## config.mk

```make
export PLATFORM = sky130hd
export DESIGN_NAME = vfcap_regfile
export DESIGN_NICKNAME = d
export VERILOG_FILES = /design/src/rtl/vfcap_pkg.sv /design/src/rtl/vfcap_decode.sv /design/src/rtl/vfcap_masked_reg.sv /design/src/rtl/vfcap_enable_ctl.sv /design/src/rtl/vfcap_regfile.sv
export SDC_FILE = /design/constraint.sdc
export NUM_CORES = 1
export LEC_CHECK = 0
export ABC_CLOCK_PERIOD_IN_PS = 6800
export BUFFER_PORTS_ARGS = -buffer_cell sky130_fd_sc_hd__clkbuf_2
export CAP_MARGIN = 30
export CORE_ASPECT_RATIO = 1.1
export CORE_UTILIZATION = 52
export DETAILED_ROUTE_END_ITERATION = 10
export GPL_TIMING_DRIVEN = 0
export PLACE_DENSITY = 0.86
export SLEW_MARGIN = 20
export SYNTH_ARGS = -nofsm -noshare
export SYNTH_HDL_FRONTEND = slang
export SYNTH_SLANG_ARGS = --single-unit
```

## constraint.sdc

```tcl
create_clock -name clk -period 6.8 [get_ports clk]
set_input_delay 1.36 -clock clk [delete_from_list [all_inputs] [get_ports clk]]
set_output_delay 1.36 -clock clk [all_outputs]
set_load 0.005 [all_outputs]
```

## src/rtl/vfcap_pkg.sv

```systemverilog
package vfcap_pkg;

  localparam int unsigned FIELD_W = 16;

  // dword slots inside the capability window
  localparam int unsigned DW_CTRL  = 0;
  localparam int unsigned DW_COUNT = 1;
  localparam int unsigned DW_NUMVF = 2;
  localparam int unsigned DW_ROUTE = 3;
  localparam int unsigned DW_DEVID = 4;
  localparam int unsigned DW_SUPPG = 5;
  localparam int unsigned DW_SYSPG = 6;
  localparam int unsigned DW_USED  = 7;

  // control word bit positions, decoded by software
  localparam int unsigned CTRL_EN_BIT  = 0;
  localparam int unsigned CTRL_MEM_BIT = 3;
  localparam int unsigned CTRL_HIER_BIT = 4;

  localparam logic [FIELD_W-1:0] CTRL_WMASK =
    FIELD_W'((1 << CTRL_EN_BIT) | (1 << CTRL_MEM_BIT) | (1 << CTRL_HIER_BIT));
  localparam logic [FIELD_W-1:0] PG_MINREQ  = 16'h0553;
  localparam logic [FIELD_W-1:0] SYSPG_RST  = 16'h0001;

endpackage

```

## src/rtl/vfcap_decode.sv

```systemverilog
module vfcap_decode #(
  parameter int unsigned ADDR_W    = 12,
  parameter int unsigned CAP_BASE  = 12'h160,
  parameter int unsigned CAP_BYTES = 32
) (
  input  logic [ADDR_W-1:0]                   addr,
  output logic                                hit,
  output logic [$clog2(CAP_BYTES/4)-1:0]      idx,
  output logic [CAP_BYTES/4-1:0]              sel
);
  localparam int unsigned NDW   = CAP_BYTES / 4;
  localparam int unsigned IDX_W = $clog2(NDW);
  localparam int unsigned DWA_W = ADDR_W - 2;
  localparam logic [DWA_W-1:0] BASE_DW = DWA_W'(CAP_BASE / 4);
  localparam logic [DWA_W-1:0] SIZE_DW = DWA_W'(NDW);

  logic [DWA_W-1:0] dw_addr;
  logic [DWA_W-1:0] dw_rel;
  logic             unused_lsb;

  always_comb begin
    dw_addr    = addr[ADDR_W-1:2];
    dw_rel     = dw_addr - BASE_DW;
    hit        = (dw_addr >= BASE_DW) && (dw_rel < SIZE_DW);
    idx        = dw_rel[IDX_W-1:0];
    unused_lsb = ^addr[1:0];
  end

  for (genvar g = 0; g < NDW; g++) begin : g_sel
    assign sel[g] = hit && (idx == IDX_W'(g));
  end

endmodule

```

## src/rtl/vfcap_masked_reg.sv

```systemverilog
module vfcap_masked_reg #(
  parameter int unsigned          W    = 16,
  parameter logic [W-1:0]         MASK = '1,
  parameter logic [W-1:0]         RST  = '0
) (
  input  logic           clk,
  input  logic           rst_n,
  input  logic           we,
  input  logic [W/8-1:0] byte_en,
  input  logic [W-1:0]   d,
  input  logic           clr,
  output logic [W-1:0]   q
);
  logic [W-1:0] bit_en;
  logic [W-1:0] q_nxt;
  logic         q_ce;

  for (genvar b = 0; b < W; b++) begin : g_bit
    assign bit_en[b] = we && byte_en[b/8] && MASK[b];
  end

  always_comb begin
    q_ce  = clr || we;
    q_nxt = q;
    if (clr)
      q_nxt = '0;
    else
      q_nxt = (q & ~bit_en) | (d & bit_en);
  end

  always_ff @(posedge clk or negedge rst_n) begin
    if (!rst_n)
      q <= RST;
    else if (q_ce)
      q <= q_nxt;
  end

  AST_LOCKED_BITS_HOLD: assert property (@(posedge clk) disable iff (!rst_n)
    (q & ~MASK) == (RST & ~MASK & {W{1'b1}}) || $past(clr))
    else $error("locked bits of register changed");

endmodule

```

## src/rtl/vfcap_enable_ctl.sv

```systemverilog
module vfcap_enable_ctl #(
  parameter int unsigned CNT_W = 16
) (
  input  logic             clk,
  input  logic             rst_n,
  input  logic             ctrl_cmd,
  input  logic             new_en,
  input  logic [CNT_W-1:0] req_cnt,
  output logic             teardown_now,
  output logic [CNT_W-1:0] active_cnt,
  output logic             enabled,
  output logic             create_pulse,
  output logic             teardown_pulse
);
  logic [CNT_W-1:0] cnt_nxt;
  logic             cnt_ce;
  logic             create_now;
  logic             is_active;

  always_comb begin
    is_active    = (active_cnt != '0);
    teardown_now = ctrl_cmd && is_active && !new_en;
    create_now   = ctrl_cmd && !is_active && new_en && (req_cnt != '0);
    cnt_ce       = teardown_now || create_now;
    cnt_nxt      = teardown_now ? '0 : req_cnt;
  end

  always_ff @(posedge clk or negedge rst_n) begin
    if (!rst_n) begin
      active_cnt     <= '0;
      create_pulse   <= 1'b0;
      teardown_pulse <= 1'b0;
    end else begin
      create_pulse   <= create_now;
      teardown_pulse <= teardown_now;
      if (cnt_ce)
        active_cnt <= cnt_nxt;
    end
  end

  assign enabled = is_active;

  AST_LATCH_REQ_COUNT: assert property (@(posedge clk) disable iff (!rst_n)
    (ctrl_cmd && !is_active && new_en) |=> (active_cnt == $past(req_cnt)))
    else $error("requested count not latched");

  AST_PULSE_ONLY_NONZERO: assert property (@(posedge clk) disable iff (!rst_n)
    create_pulse |-> (active_cnt != '0) && !teardown_pulse)
    else $error("create pulse without functions");

  AST_TEARDOWN_EMPTIES: assert property (@(posedge clk) disable iff (!rst_n)
    (ctrl_cmd && is_active && !new_en) |=> (active_cnt == '0) && teardown_pulse)
    else $error("teardown left functions");

  AST_HOLD_WHILE_ACTIVE: assert property (@(posedge clk) disable iff (!rst_n)
    (is_active && (!ctrl_cmd || new_en)) |=> $stable(active_cnt))
    else $error("active count moved while enabled");

endmodule

```

## src/rtl/vfcap_regfile.sv

```systemverilog
module vfcap_regfile #(
  parameter int unsigned  ADDR_W    = 12,
  parameter int unsigned  CAP_BASE  = 12'h160,
  parameter int unsigned  CAP_BYTES = 32,
  parameter logic [15:0]  INIT_VFS  = 16'd4,
  parameter logic [15:0]  TOTAL_VFS = 16'd8,
  parameter logic [15:0]  FIRST_OFS = 16'd1,
  parameter logic [15:0]  STRIDE    = 16'd1,
  parameter logic [15:0]  VF_DEVID  = 16'h10ca,
  parameter logic [15:0]  EXTRA_PG  = 16'h0004
) (
  input  logic              clk,
  input  logic              rst_n,
  input  logic              cfg_wr,
  input  logic [ADDR_W-1:0] cfg_addr,
  input  logic [3:0]        cfg_be,
  input  logic [31:0]       cfg_wdata,
  output logic [31:0]       cfg_rdata,
  input  logic              disable_req,
  output logic              vfs_enabled,
  output logic [15:0]       active_vfs,
  output logic              vf_create_pulse,
  output logic              vf_teardown_pulse
);
  import vfcap_pkg::*;

  localparam int unsigned NDW   = CAP_BYTES / 4;
  localparam int unsigned IDX_W = $clog2(NDW);
  localparam logic [FIELD_W-1:0] SUP_PG = PG_MINREQ | EXTRA_PG;

  logic             win_hit;
  logic [IDX_W-1:0] win_idx;
  logic [NDW-1:0]   win_sel;

  logic [FIELD_W-1:0] ctrl_q, numvf_q, syspg_q;
  logic               dis_take, wr_ok;
  logic               ctrl_we, ctrl_cmd, ctrl_new_en;
  logic [1:0]         ctrl_be;
  logic [FIELD_W-1:0] ctrl_d;
  logic               numvf_we, syspg_we, teardown_now;
  logic               unused_hi;

  vfcap_decode #(
    .ADDR_W(ADDR_W), .CAP_BASE(CAP_BASE), .CAP_BYTES(CAP_BYTES)
  ) i_decode (
    .addr(cfg_addr), .hit(win_hit), .idx(win_idx), .sel(win_sel)
  );

  // write steering: a honoured disable request replaces the port write
  always_comb begin
    dis_take    = disable_req && ctrl_q[CTRL_EN_BIT];
    wr_ok       = cfg_wr && !dis_take;
    ctrl_we     = dis_take || (wr_ok && win_sel[DW_CTRL]);
    ctrl_be     = dis_take ? 2'b01 : cfg_be[1:0];
    ctrl_d      = dis_take ? (ctrl_q & ~FIELD_W'(1 << CTRL_EN_BIT)) : cfg_wdata[15:0];
    ctrl_cmd    = dis_take || (wr_ok && win_sel[DW_CTRL] && cfg_be[0]);
    ctrl_new_en = dis_take ? 1'b0 : cfg_wdata[CTRL_EN_BIT];
    numvf_we    = wr_ok && win_sel[DW_NUMVF];
    syspg_we    = wr_ok && win_sel[DW_SYSPG];
    unused_hi   = ^{cfg_be[3:2], cfg_wdata[31:16]};
  end

  vfcap_masked_reg #(.W(FIELD_W), .MASK(CTRL_WMASK), .RST('0)) i_ctrl (
    .clk(clk), .rst_n(rst_n), .we(ctrl_we), .byte_en(ctrl_be),
    .d(ctrl_d), .clr(1'b0), .q(ctrl_q)
  );

  vfcap_masked_reg #(.W(FIELD_W), .MASK('1), .RST('0)) i_numvf (
    .clk(clk), .rst_n(rst_n), .we(numvf_we), .byte_en(cfg_be[1:0]),
    .d(cfg_wdata[15:0]), .clr(teardown_now), .q(numvf_q)
  );

  vfcap_masked_reg #(.W(FIELD_W), .MASK(SUP_PG), .RST(SYSPG_RST)) i_syspg (
    .clk(clk), .rst_n(rst_n), .we(syspg_we), .byte_en(cfg_be[1:0]),
    .d(cfg_wdata[15:0]), .clr(1'b0), .q(syspg_q)
  );

  vfcap_enable_ctl #(.CNT_W(FIELD_W)) i_enable (
    .clk(clk), .rst_n(rst_n), .ctrl_cmd(ctrl_cmd), .new_en(ctrl_new_en),
    .req_cnt(numvf_q), .teardown_now(teardown_now), .active_cnt(active_vfs),
    .enabled(vfs_enabled), .create_pulse(vf_create_pulse),
    .teardown_pulse(vf_teardown_pulse)
  );

  // combinational read mux
  always_comb begin
    cfg_rdata = '0;
    if (win_hit) begin
      case (win_idx)
        IDX_W'(DW_CTRL):  cfg_rdata = {16'h0, ctrl_q};
        IDX_W'(DW_COUNT): cfg_rdata = {TOTAL_VFS, INIT_VFS};
        IDX_W'(DW_NUMVF): cfg_rdata = {16'h0, numvf_q};
        IDX_W'(DW_ROUTE): cfg_rdata = {STRIDE, FIRST_OFS};
        IDX_W'(DW_DEVID): cfg_rdata = {VF_DEVID, 16'h0};
        IDX_W'(DW_SUPPG): cfg_rdata = {16'h0, SUP_PG};
        IDX_W'(DW_SYSPG): cfg_rdata = {16'h0, syspg_q};
        default:          cfg_rdata = '0;
      endcase
    end
  end

  AST_TEARDOWN_ZEROES_REQ: assert property (@(posedge clk) disable iff (!rst_n)
    vf_teardown_pulse |-> (numvf_q == '0) && (active_vfs == '0))
    else $error("requested count survived teardown");

  AST_OUTSIDE_WRITE_IGNORED: assert property (@(posedge clk) disable iff (!rst_n)
    (cfg_wr && !win_hit && !disable_req) |=>
      $stable(ctrl_q) && $stable(numvf_q) && $stable(syspg_q) && $stable(active_vfs))
    else $error("out-of-window write changed state");

  AST_IDLE_DISABLE: assert property (@(posedge clk) disable iff (!rst_n)
    (disable_req && !ctrl_q[CTRL_EN_BIT] && !cfg_wr) |=>
      $stable(ctrl_q) && $stable(numvf_q))
    else $error("disable request acted while enable clear");

  AST_DISABLE_CLEARS_EN: assert property (@(posedge clk) disable iff (!rst_n)
    (disable_req && ctrl_q[CTRL_EN_BIT]) |=>
      !ctrl_q[CTRL_EN_BIT] && $stable(syspg_q))
    else $error("disable request did not clear enable");

  AST_SYSPG_IN_SUPPORTED: assert property (@(posedge clk) disable iff (!rst_n)
    (syspg_q & ~SUP_PG) == '0)
    else $error("system page size outside supported set");

endmodule

```

==> results of run 1 <==
[area by class of cell]
class | count | area (sq um)
plain buffers | 25 | 167.7
clock buffers | 6 | 82.58
clock inverters | 2 | 10.01
fillers | 363 | 1393
inverters | 18 | 67.56
multi-input cells | 168 | 1169
flip-flops and latches | 44 | 1102
well taps | 54 | 67.56
repair buffers | 72 | 382.9
[logic make-up after synthesis]
family                   Yosys count
AND/OR/NAND/NOR                   77
XOR/XNOR                           2
adder cells (fa/ha/maj)            1
flip-flops                        44
buffers and inverters             43
other                              1
AO/OA/AOI/OAI                     47
multiplexers                      31
[stage by stage]
stage                     total power, mW    util  area [sq um]  hold slack, ns  setup slack [ns]
after floorplan                    0.2908       -          2506          0.4736             2.180
after global placement             0.3092  0.6594          2929          0.4829             1.866
after detailed placement           0.3122  0.6656          2957          0.4971             1.800
after CTS                          0.4792  0.6865          3049          0.5158             1.803
after global routing               0.4930  0.6865          3049          0.5309             1.527
final                              0.4758  0.6865          3049          0.5129             1.840
[report_power, final]
group / total [mW] / internal, mW / switching [mW]
Combinational: 0.0427 / 0.0193 / 0.0235
Clock: 0.169 / 0.0810 / 0.0876
Sequential: 0.264 / 0.263 / 0.00149
Total: 0.476 / 0.363 / 0.113
[routing by layer]
metal	global-route usage	wire [um]
met1	0.3280	2487
met5	0	0
met3	0.05061	372
met4	0.1017	119
met2	0.4125	2883
[cells in the mapped netlist (all sizes together), types with 2 or more instances]
| library cell | count | area (sq um) |
|---|---|---|
| a211oi | 16 | 125.1 |
| a21oi | 7 | 46.30 |
| and2 | 9 | 56.30 |
| and4 | 2 | 20.02 |
| buf | 19 | 145.1 |
| clkbuf | 6 | 22.52 |
| dfrtp | 43 | 1076 |
| inv | 18 | 67.56 |
| mux2 | 14 | 157.7 |
| mux2i | 17 | 170.2 |
| nand2 | 10 | 37.54 |
| nand2b | 2 | 12.51 |
| nand3 | 2 | 10.01 |
| nand4 | 3 | 18.77 |
| nor2 | 24 | 97.59 |
| nor3 | 4 | 20.02 |
| nor4 | 11 | 83.83 |
| nor4b | 3 | 41.29 |
| o21ai | 17 | 85.08 |
| or2 | 2 | 12.52 |
[worst paths after layout]
path                                                end  slack, ns  cells after the start
worst max-delay path                      cfg_rdata[23]       1.84                     10
worst min-delay path                               flop       0.51                      1
worst max register to register  i_enable.active_cnt[14]       4.55                      7
worst min register to register                     flop       0.51                      1
max in group asynchronous                     async pin       5.18                      2
min in group asynchronous       i_enable.teardown_pulse       1.03                      1
==> impl_results.md, run 1 <==
* Crit-path slowest cell: nor4_1
* 1st-iter DRT viols at 86
* CORE AREA at 4442 sq um
* CP cell instances: clkbuf_2 -> ha_1 -> nor4b_1 -> nand2_1 -> or2_1 -> buf_6 -> clkbuf_1 -> nor4_1 -> buf_4 -> clkbuf_2
* Worst-path maximum fanout at 10
* Area Overhead vs Synth at 23.33%
* RSZ-0062 raised after global routing: false
* Synth Flop Type: dfrtp_1
* Synth Area in Simple Gates at 0.1847
* Top delay family on crit path: simple AND/OR/NAND/NOR gates
* Grt total ovfl at 0
* Synth warn at 0
* WP data arrival at 3.60 ns
* Number of flops mapped to enable cells by yosys at 0
* Max-slew headroom at 0.4716
* DIE AREA at 5035 sq um
* Pwr/cell area at 156.0 nW/um^2
* Post-route ant nets at 0
* Synthesized-area fraction occupied by adder cells at 0.005061
* Vias in the first global route at 1965
* Finished Layout Cells at 389
* Minimum clock period at 4.960 ns
* Clk sink count at 44
* Clock Tree Buf Depth at 2
* Die Width at 67.75 um
* Syn Inst Count at 246
* Max VDD drop at 0.1743 mV
* Compound-Gate Fraction of Synth Area at 0.1280
* Max Freq at 201.6 MHz
* 1st-pass router iterations at 4
* Hold Vio Cnt, Final at 0
* Cts hold-fix bufs at 0
* Largest family of logic cells by synthesized area: simple AND/OR/NAND/NOR gates
* Crit path largest cell delay at 0.49 ns
* Slew @ Worst Pin at 0.7866 ns
* Lkg Pwr at 1.484 nW
* Most frequent cells in the layout: clkbuf_2, dfrtp_1, nor2_1
* Commonest non-fill, non-tap cell in the layout: clkbuf_2
* Worst hold path type: flop to flop
* DRT Wirelength at 5862 um
* Postcts setup bufs at 0
* Final Setup Violations at 0
* Synth Register Bits at 44
* Mapped Area at 2472 sq um
* Setup TNS at 0 ns
* # diodes at 0
* XOR/XNOR Fraction of Synth Area at 0.007085
* Tot GR Track Use at 0.2528
* Post-synthesis sequential area ratio at 0.4459
* Largest net degree at the start of global routing at 25
* Critical Path Most Common Cell: clkbuf_2
* CTS tree: done
* Rows at 25
* Reg clk slew, reported paths at 0.08 ns
* Netlist cell types at 48
* Required @ worst endpoint at 5.44 ns
* Buf/Inv on CP at 5
* Port buffer count at 71
* Clk_skew at 0.002845 ns
* Setup crit start kind: primary input
* Vias at 2147
* Async SR Flop Fraction at 1.000
* Wire per inst at 15.07 um
* Hpwl dp at 4529 um
* Slew Viols, Final at 0
* Endpoint class of the critical path: output pin
* Initial antenna violation count at 0
* Vias/cell at 5.519
* Max-Cap Viols at 0
* Status: finished clean
* Reg2reg start: i_enable.active_cnt[9]
* Cts repair resizes at 0
* Inserted Clock Buffers at 5
* First-pass GRT wire length at 9128 um
* Number of I/O pins at 103
* Clk root buf: clkbuf_8
* Number of H-tree levels at 2
* Mux cell area share after synthesis at 0.1326
* GPL Wtd Cong at 0.8220
* Inst Count DP at 381
* Setup CP Type: primary input to output pin
* Layout cells sized above 1 at 0.3672
* Die Y at 74.32 um
* DRC viols at 0
* Critical path startpoint: cfg_addr[5]
* Tcrit/Tclk final at 0.7294
* Layout Nets at 387
* Worst-Skew Late Latency at 0.30 ns
* Initial Util at 0.5566
* Mean Syn Cell Area at 10.05 sq um
(Power assumes the default switching activity.)
==> run 2: changes to the inputs <==
- ABC_CLOCK_PERIOD_IN_PS: 6800 -> 4100
- CORE_UTILIZATION: 52 -> 43
- PLACE_DENSITY: 0.86 -> 0.76
- clock period: 6.8 -> 4.1 ns (I/O delays scaled with it)
==> run 2 against run 1 <==
Effect of this change: worst setup slack lost 1.5 ns; largest cell class unchanged; hold slack lost 0.0077 ns; global-route usage shrank 3.9 points.
==> impl_results.md, run 2 (synthesis gave the netlist of run 1 again) <==
* Area Overhead vs Synth at 24.70%
* Inserted Clock Buffers at 5 (unchanged)
* Setup crit start kind: primary input
* 1st-iter DRT viols at 92 (+7.0%)
* Endpoint class of the critical path: output pin
* Grt total ovfl at 0 (unchanged)
* Slew Viols, Final at 0 (unchanged)
* M1 WL at 2575 um (+3.5%)
* 1st-pass router iterations at 4 (unchanged)
* Max-slew headroom at 0.4949 (+0.02328)
* Hold Vio Cnt, Final at 0 (unchanged)
* Worst hold path cell count at 1 (unchanged)
* Lkg Pwr at 1.478 nW (-0.42%)
* Tot GR Track Use at 0.2133 (-0.03943)
* Logic pwr share at 0.089 (about the same)
* Routed wl met3 at 333 um (-10%)
* Placed instance area at 2983 sq um (+0.89%)
* Number of I/O pins at 103 (unchanged)
* Clock group share of total power at 0.360 (+0.006)
* Tcrit/Tclk final at 0.9164
* Vias in the first global route at 2086 (+6.2%)
* Reg2Reg Setup Slack at 1.80 ns (-2.75 ns)
* Initial Util at 0.4524 (-0.1042)
* Internal cell power at 605.1 uW (+67%)
* Most frequent cells in the layout: clkbuf_2, dfrtp_1, nor2_1
* Status: finished clean
* Die Y at 81.53 um (+9.7%)
* Tot Pwr at 796.9 uW (+68%)
* Routed wl met2 at 2969 um (+3.0%)
* Vias/cell at 5.171 (-6.3%)
* Clk_skew at 0.006829 ns (+0.003984 ns)
* Reg clk slew, reported paths at 0.08 ns (about the same)
* Port buffer count at 71 (unchanged)
* Post-route ant nets at 0 (unchanged)
* CTS tree: done
* Final Setup Violations at 0 (unchanged)
* RSZ-0062 raised after global routing: false
* Cts hold-fix bufs at 0 (unchanged)
* Worst-path maximum fanout at 10 (unchanged)
* Worst hold path type: flop to flop
* DIE AREA at 6057 sq um (+20%)
* Reg2Reg Capture Point: i_enable.active_cnt[10]
* Post-Layout Inst Area at 3083 sq um (+1.1%)
* DRT Wirelength at 5968 um (+1.8%)
* CORE AREA at 5465 sq um (+23%)
* Setup TNS at 0 ns (unchanged)
* Number of H-tree levels at 2 (unchanged)
* Worst-Skew Late Latency at 0.31 ns (about the same)
* Setup CP Type: primary input to output pin
* Max-Cap Viols at 0 (unchanged)
* Top Metal Used: met4
* Max VDD drop at 0.2141 mV (+23%)
* Largest net degree at the start of global routing at 25 (unchanged)
* Layout cells sized above 1 at 0.3672 (unchanged)
* Vias at 2120 (-1.3%)
* Die Width at 74.30 um (+9.7%)
* # diodes at 0 (unchanged)
* GPL Wtd Cong at 0.7888 (-4.0%)
* Clk root buf: clkbuf_8
* Rows at 28 (+12%)
* Hpwl dp at 4545 um (+0.35%)
* Required @ worst endpoint at 3.28 ns (-2.16 ns)
* Pwr/cell area at 258.5 nW/um^2 (+66%)
* Sw Ratio at 0.2407 (+0.004206)
* WP data arrival at 2.94 ns (-0.66 ns)
* Minimum clock period at 3.757 ns
* Switch Pwr at 191.8 uW (+70%)
* Commonest non-fill, non-tap cell in the layout: clkbuf_2
* Initial antenna violation count at 0 (unchanged)
* Layout Nets at 387 (unchanged)
* First-pass GRT wire length at 9708 um (+6.4%)
* Clk sink count at 44 (unchanged)
* R2r worst-path depth at 7 (unchanged)
* DRC viols at 0 (unchanged)
* Clock Tree Buf Depth at 2 (unchanged)
* Reg2reg start: i_enable.active_cnt[9]
* Slew @ Worst Pin at 0.7520 ns (-0.03466 ns)
* Power share of the sequential group at 0.550 (-0.006)
* Wire per inst at 14.56 um (-3.4%)
* Max Freq at 266.1 MHz
## run 2: cell types whose count changed in the layout (fill, tap and decap cells not counted)
cell and delta:
clkinv_2 -2, clkbuf_1 +1, clkinvlp_4 +1, nor4_1 -1, nor4_2 +1
## run 2: final cells by class
class                      instances  area (sq um)
buffer                            25         167.7
clock buffer                       7         86.33
clock inverter                     1         7.507
fill                             529          2382
inverter                          18         67.56
multi-input combinational        168          1175
sequential                        44          1102
tap                               75         93.84
timing repair buffer              72         382.9
## run 2: power by group through the flow
stage                     Clock [mW]  Sequential [mW]  Combinational (mW)
after detailed placement           0            0.447              0.0709
after global routing           0.309            0.439              0.0809
after CTS                      0.293            0.439              0.0713
after global placement             0            0.447              0.0659
after floorplan                    0            0.446              0.0360
final                          0.287            0.438              0.0711
## run 2: how the worst max path moves through the flow
stage | from | end | slack [ns] | cells past startpoint
after detailed placement | cfg_addr[5] | cfg_rdata[22] | 0.11 | 10
after CTS | cfg_addr[5] | cfg_rdata[22] | 0.11 | 10
final | cfg_addr[6] | cfg_rdata[22] | 0.34 | 10
after global routing | cfg_addr[5] | cfg_rdata[23] | 0.18 | 10
after floorplan | cfg_addr[5] | cfg_rdata[22] | 0.56 | 8
after global placement | cfg_addr[5] | cfg_rdata[22] | 0.24 | 10
## run 2: timing repair
action                                  CTS  global route
gates resized for setup                   0             1
endpoints found under the setup margin    0             3
setup buffers                             0             0
## run 2: critical path, stage by stage
cell,delay (ns)
clkbuf_2,0.10
ha_1,0.27
nor4b_1,0.24
nand2_1,0.23
or2_1,0.29
buf_6,0.13
clkbuf_1,0.23
nor4_2,0.35
buf_4,0.18
clkbuf_2,0.10
## run 2: per-layer routing
metal  vias up  global-route usage
met2        67              0.3664
li1       1021                   -
met1      1024              0.2657
met3         8             0.04785
met5         -                   0
met4         0             0.06792
## run 2: through the flow
stage | std cells | hold WS, ns | util | setup WS, ns
3_3_place_gp | 401 | 0.4829 | 0.5408 | 0.2420
5_1_grt | 410 | 0.5267 | 0.5641 | 0.1785
2_1_floorplan | 255 | 0.4736 | - | 0.5600
4_1_cts | 410 | 0.5086 | 0.5630 | 0.1147
6_report | 410 | 0.5052 | 0.5641 | 0.3426
3_5_place_dp | 402 | 0.4901 | 0.5458 | 0.1139
==> run 3: changes to the inputs <==
- ABC_AREA: not set -> 1
- CORE_ASPECT_RATIO: 1.1 -> not set
- CORE_UTILIZATION: 43 -> 44
- PLACE_DENSITY: 0.76 -> 0.77
==> run 3 against run 2 <==
Effect of this change: fmax grew 12%; final cell count grew 20%; clock skew shrank 0.0031 ns; largest power group unchanged; synthesized area grew 2.2%; sequential power grew 2%; largest cell class unchanged; synthesized cell count grew 34%.
==> impl_results.md, run 3 <==
* Worst hold path type: primary input to async pin
* Required @ worst endpoint at 3.28 ns (about the same)
* RSZ-0062 raised after global routing: false
* Worst-path maximum fanout at 10 (unchanged)
* Syn Inst Count at 330 (+34%)
* Hpwl dp at 4756 um (+4.6%)
* Layout Nets at 471 (+22%)
* Max VDD drop at 0.1991 mV (-7.0%)
* Endpoint class of the critical path: output pin
* DIE AREA at 6048 sq um (-0.14%)
* DRC viols at 0 (unchanged)
* R2r worst-path depth at 9 (+2)
* Setup CP Type: primary input to output pin
* Clk_skew at 0.003710 ns (-0.003119 ns)
* Tot GR Track Use at 0.2108 (-0.002580)
* Clk root buf: clkbuf_8
* Max-Cap Viols at 0 (unchanged)
* Async SR Flop Fraction at 1.000 (unchanged)
* Setup TNS at 0 ns (unchanged)
* Hold WS at 0.4784 ns (-0.02682 ns)
* Reg2Reg Capture Point: i_enable.active_cnt[14]
* Post-synthesis sequential area ratio at 0.4364 (-0.009496)
* Max Freq at 297.5 MHz (+12%)
* Finished Core Util at 0.5658 (+0.001678)
* Clk sink count at 44 (unchanged)
* Wire per inst at 12.38 um (-15%)
* Lkg Pwr at 1.746 nW (+18%)
* 1st-iter DRT viols at 197 (+110%)
* Final Setup Violations at 0 (unchanged)
* Die Width at 77.77 um (+4.7%)
* Largest net degree at the start of global routing at 27 (+8.0%)
* Mean Syn Cell Area at 7.655 sq um (-24%)
* Initial antenna violation count at 0 (unchanged)
* Layout cells sized above 1 at 0.3174 (-0.04974)
* Tcrit/Tclk final at 0.8200 (-0.09646)
* Setup crit start kind: primary input
* Synth warn at 0 (unchanged)
* Grt total ovfl at 0 (unchanged)
* Worst-Skew Late Latency at 0.29 ns (-0.02 ns)
* Number of I/O pins at 103 (unchanged)
* Cts hold-fix bufs at 0 (unchanged)
* Vias at 2391 (+13%)
* Inserted Clock Buffers at 5 (unchanged)
* GPL Wtd Cong at 0.8112 (+2.8%)
* CORE AREA at 5507 sq um (+0.76%)
* Number of H-tree levels at 2 (unchanged)
* Initial Util at 0.4588 (+0.006379)
* First-pass GRT wire length at 9998 um (+3.0%)
* Synth Flop Type: dfrtp_1
* Post-synth top cells: nand2_1, nor2_1, dfrtp_1
* DRT Wirelength at 6080 um (+1.9%)
* Slew Viols, Final at 0 (unchanged)
* Netlist cell types at 30 (-38%)
* Pwr/cell area at 259.6 nW/um^2 (+0.41%)
* Commonest non-fill, non-tap cell in the layout: nand2_1
* Reg2Reg Setup Slack at 2.32 ns (+0.52 ns)
* Vias/cell at 4.870 (-5.8%)
* # diodes at 0 (unchanged)
* Share of the synthesized area in the top cell type at 0.4260 (-0.009269)
* Area Overhead vs Synth at 23.33%
* Cell with the most instances after synthesis: nand2_1
* WP data arrival at 2.54 ns (-0.40 ns)
* Number of flops mapped to enable cells by yosys at 0 (unchanged)
* Die Y at 77.77 um (-4.6%)
* Reg clk slew, reported paths at 0.08 ns (about the same)
* Rows at 27 (-3.6%)
* Clock Tree Buf Depth at 2 (unchanged)
* Vias in the first global route at 2202 (+5.6%)
* CTS tree: done
* Most frequent cells in the layout: nand2_1, clkbuf_2, nor2_1
* Synth Register Bits at 44 (unchanged)
* Synth area leader: dfrtp_1
* 1st-pass router iterations at 4 (unchanged)
* Postcts setup bufs at 0 (unchanged)
* Cts repair resizes at 0 (unchanged)
* Most area-consuming cells after synthesis: dfrtp_1, nand2_1, nor2_1
* Port buffer count at 71 (unchanged)
* Mapped Area at 2526 sq um (+2.2%)
* Minimum clock period at 3.362 ns (-0.3955 ns)
* Post-route ant nets at 0 (unchanged)
* Status: finished clean
* Hold Vio Cnt, Final at 0 (unchanged)
run 3: cell types whose count changed in the layout (fill, tap and decap cells not counted), sizes merged, moves of 5 or more:
cell,before,now
a211oi,16,0
a21oi,7,13
a31oi,0,5
and2,9,0
clkbuf,84,79
inv,18,31
mux2,14,0
mux2i,17,0
nand2,10,101
nand3,2,30
nand4,3,13
nor2,24,56
nor4,11,0
o21ai,17,9
run 3: metal layers:
metal | up-vias | track usage | wire [um]
met1 | 1077 | 0.2857 | 2745
met5 | - | 0 | 0
met3 | 7 | 0.05059 | 489
met4 | 0 | 0.05472 | 61
li1 | 1213 | - | -
met2 | 94 | 0.3372 | 2784
run 3: report_power, final:
group	internal [mW]	switching (mW)	total [mW]
clock network	0.138	0.141	0.279
logic	0.0329	0.0518	0.0847
registers	0.439	0.00546	0.445
total	0.610	0.199	0.809
run 3: cells by family after synthesis:
kind of cell | count (synthesis) | share of synthesized area
DFF | 44 | 0.4364
other | 1 | 0.001484
and+or+nand+nor | 200 | 0.3730
AOI/OAI and AO/OA | 31 | 0.06934
adders and majority gates | 1 | 0.004952
buffers and inverters | 53 | 0.1149
run 3: worst max path at each step:
stage               depth (start not counted)  slack [ns]        start            end
floorplan                                   9        1.22  cfg_addr[5]  cfg_rdata[11]
global placement                           11        0.79  cfg_addr[6]   cfg_rdata[7]
detailed placement                         11        0.77  cfg_addr[6]   cfg_rdata[7]
CTS                                        11        0.77  cfg_addr[6]   cfg_rdata[7]
global route                               11        0.57  cfg_addr[6]   cfg_rdata[7]
finish                                     11        0.74  cfg_addr[6]   cfg_rdata[7]
run 3: layout make-up:
type | instances | area [sq um]
fillers | 548 | 2391
multi-input cells | 242 | 1167
flip-flops and latches | 44 | 1102
repair buffers | 72 | 375.4
plain buffers | 21 | 165.2
inverters | 32 | 125.1
clock buffers | 8 | 90.09
well taps | 72 | 90.09
run 3: critical path, cell delays in order:
cell and delay (ns):
clkbuf_2 0.11, ha_1 0.27, nor2_1 0.12, nand2_1 0.11, nor2_4 0.14, nand3_2 0.13, nor2_2 0.19, buf_2 0.26
inv_2 0.11, nor2_1 0.14, clkbuf_2 0.13
run 3: metrics by stage:
step	instances	setup WS, ns	cell area, sq um	power (mW)
finish	491	0.7381	3115	0.8086
global placement	482	0.7851	3005	0.5340
floorplan	339	1.219	2560	0.4965
global route	491	0.5706	3115	0.8436
CTS	491	0.7720	3115	0.8126
detailed placement	483	0.7710	3025	0.5379
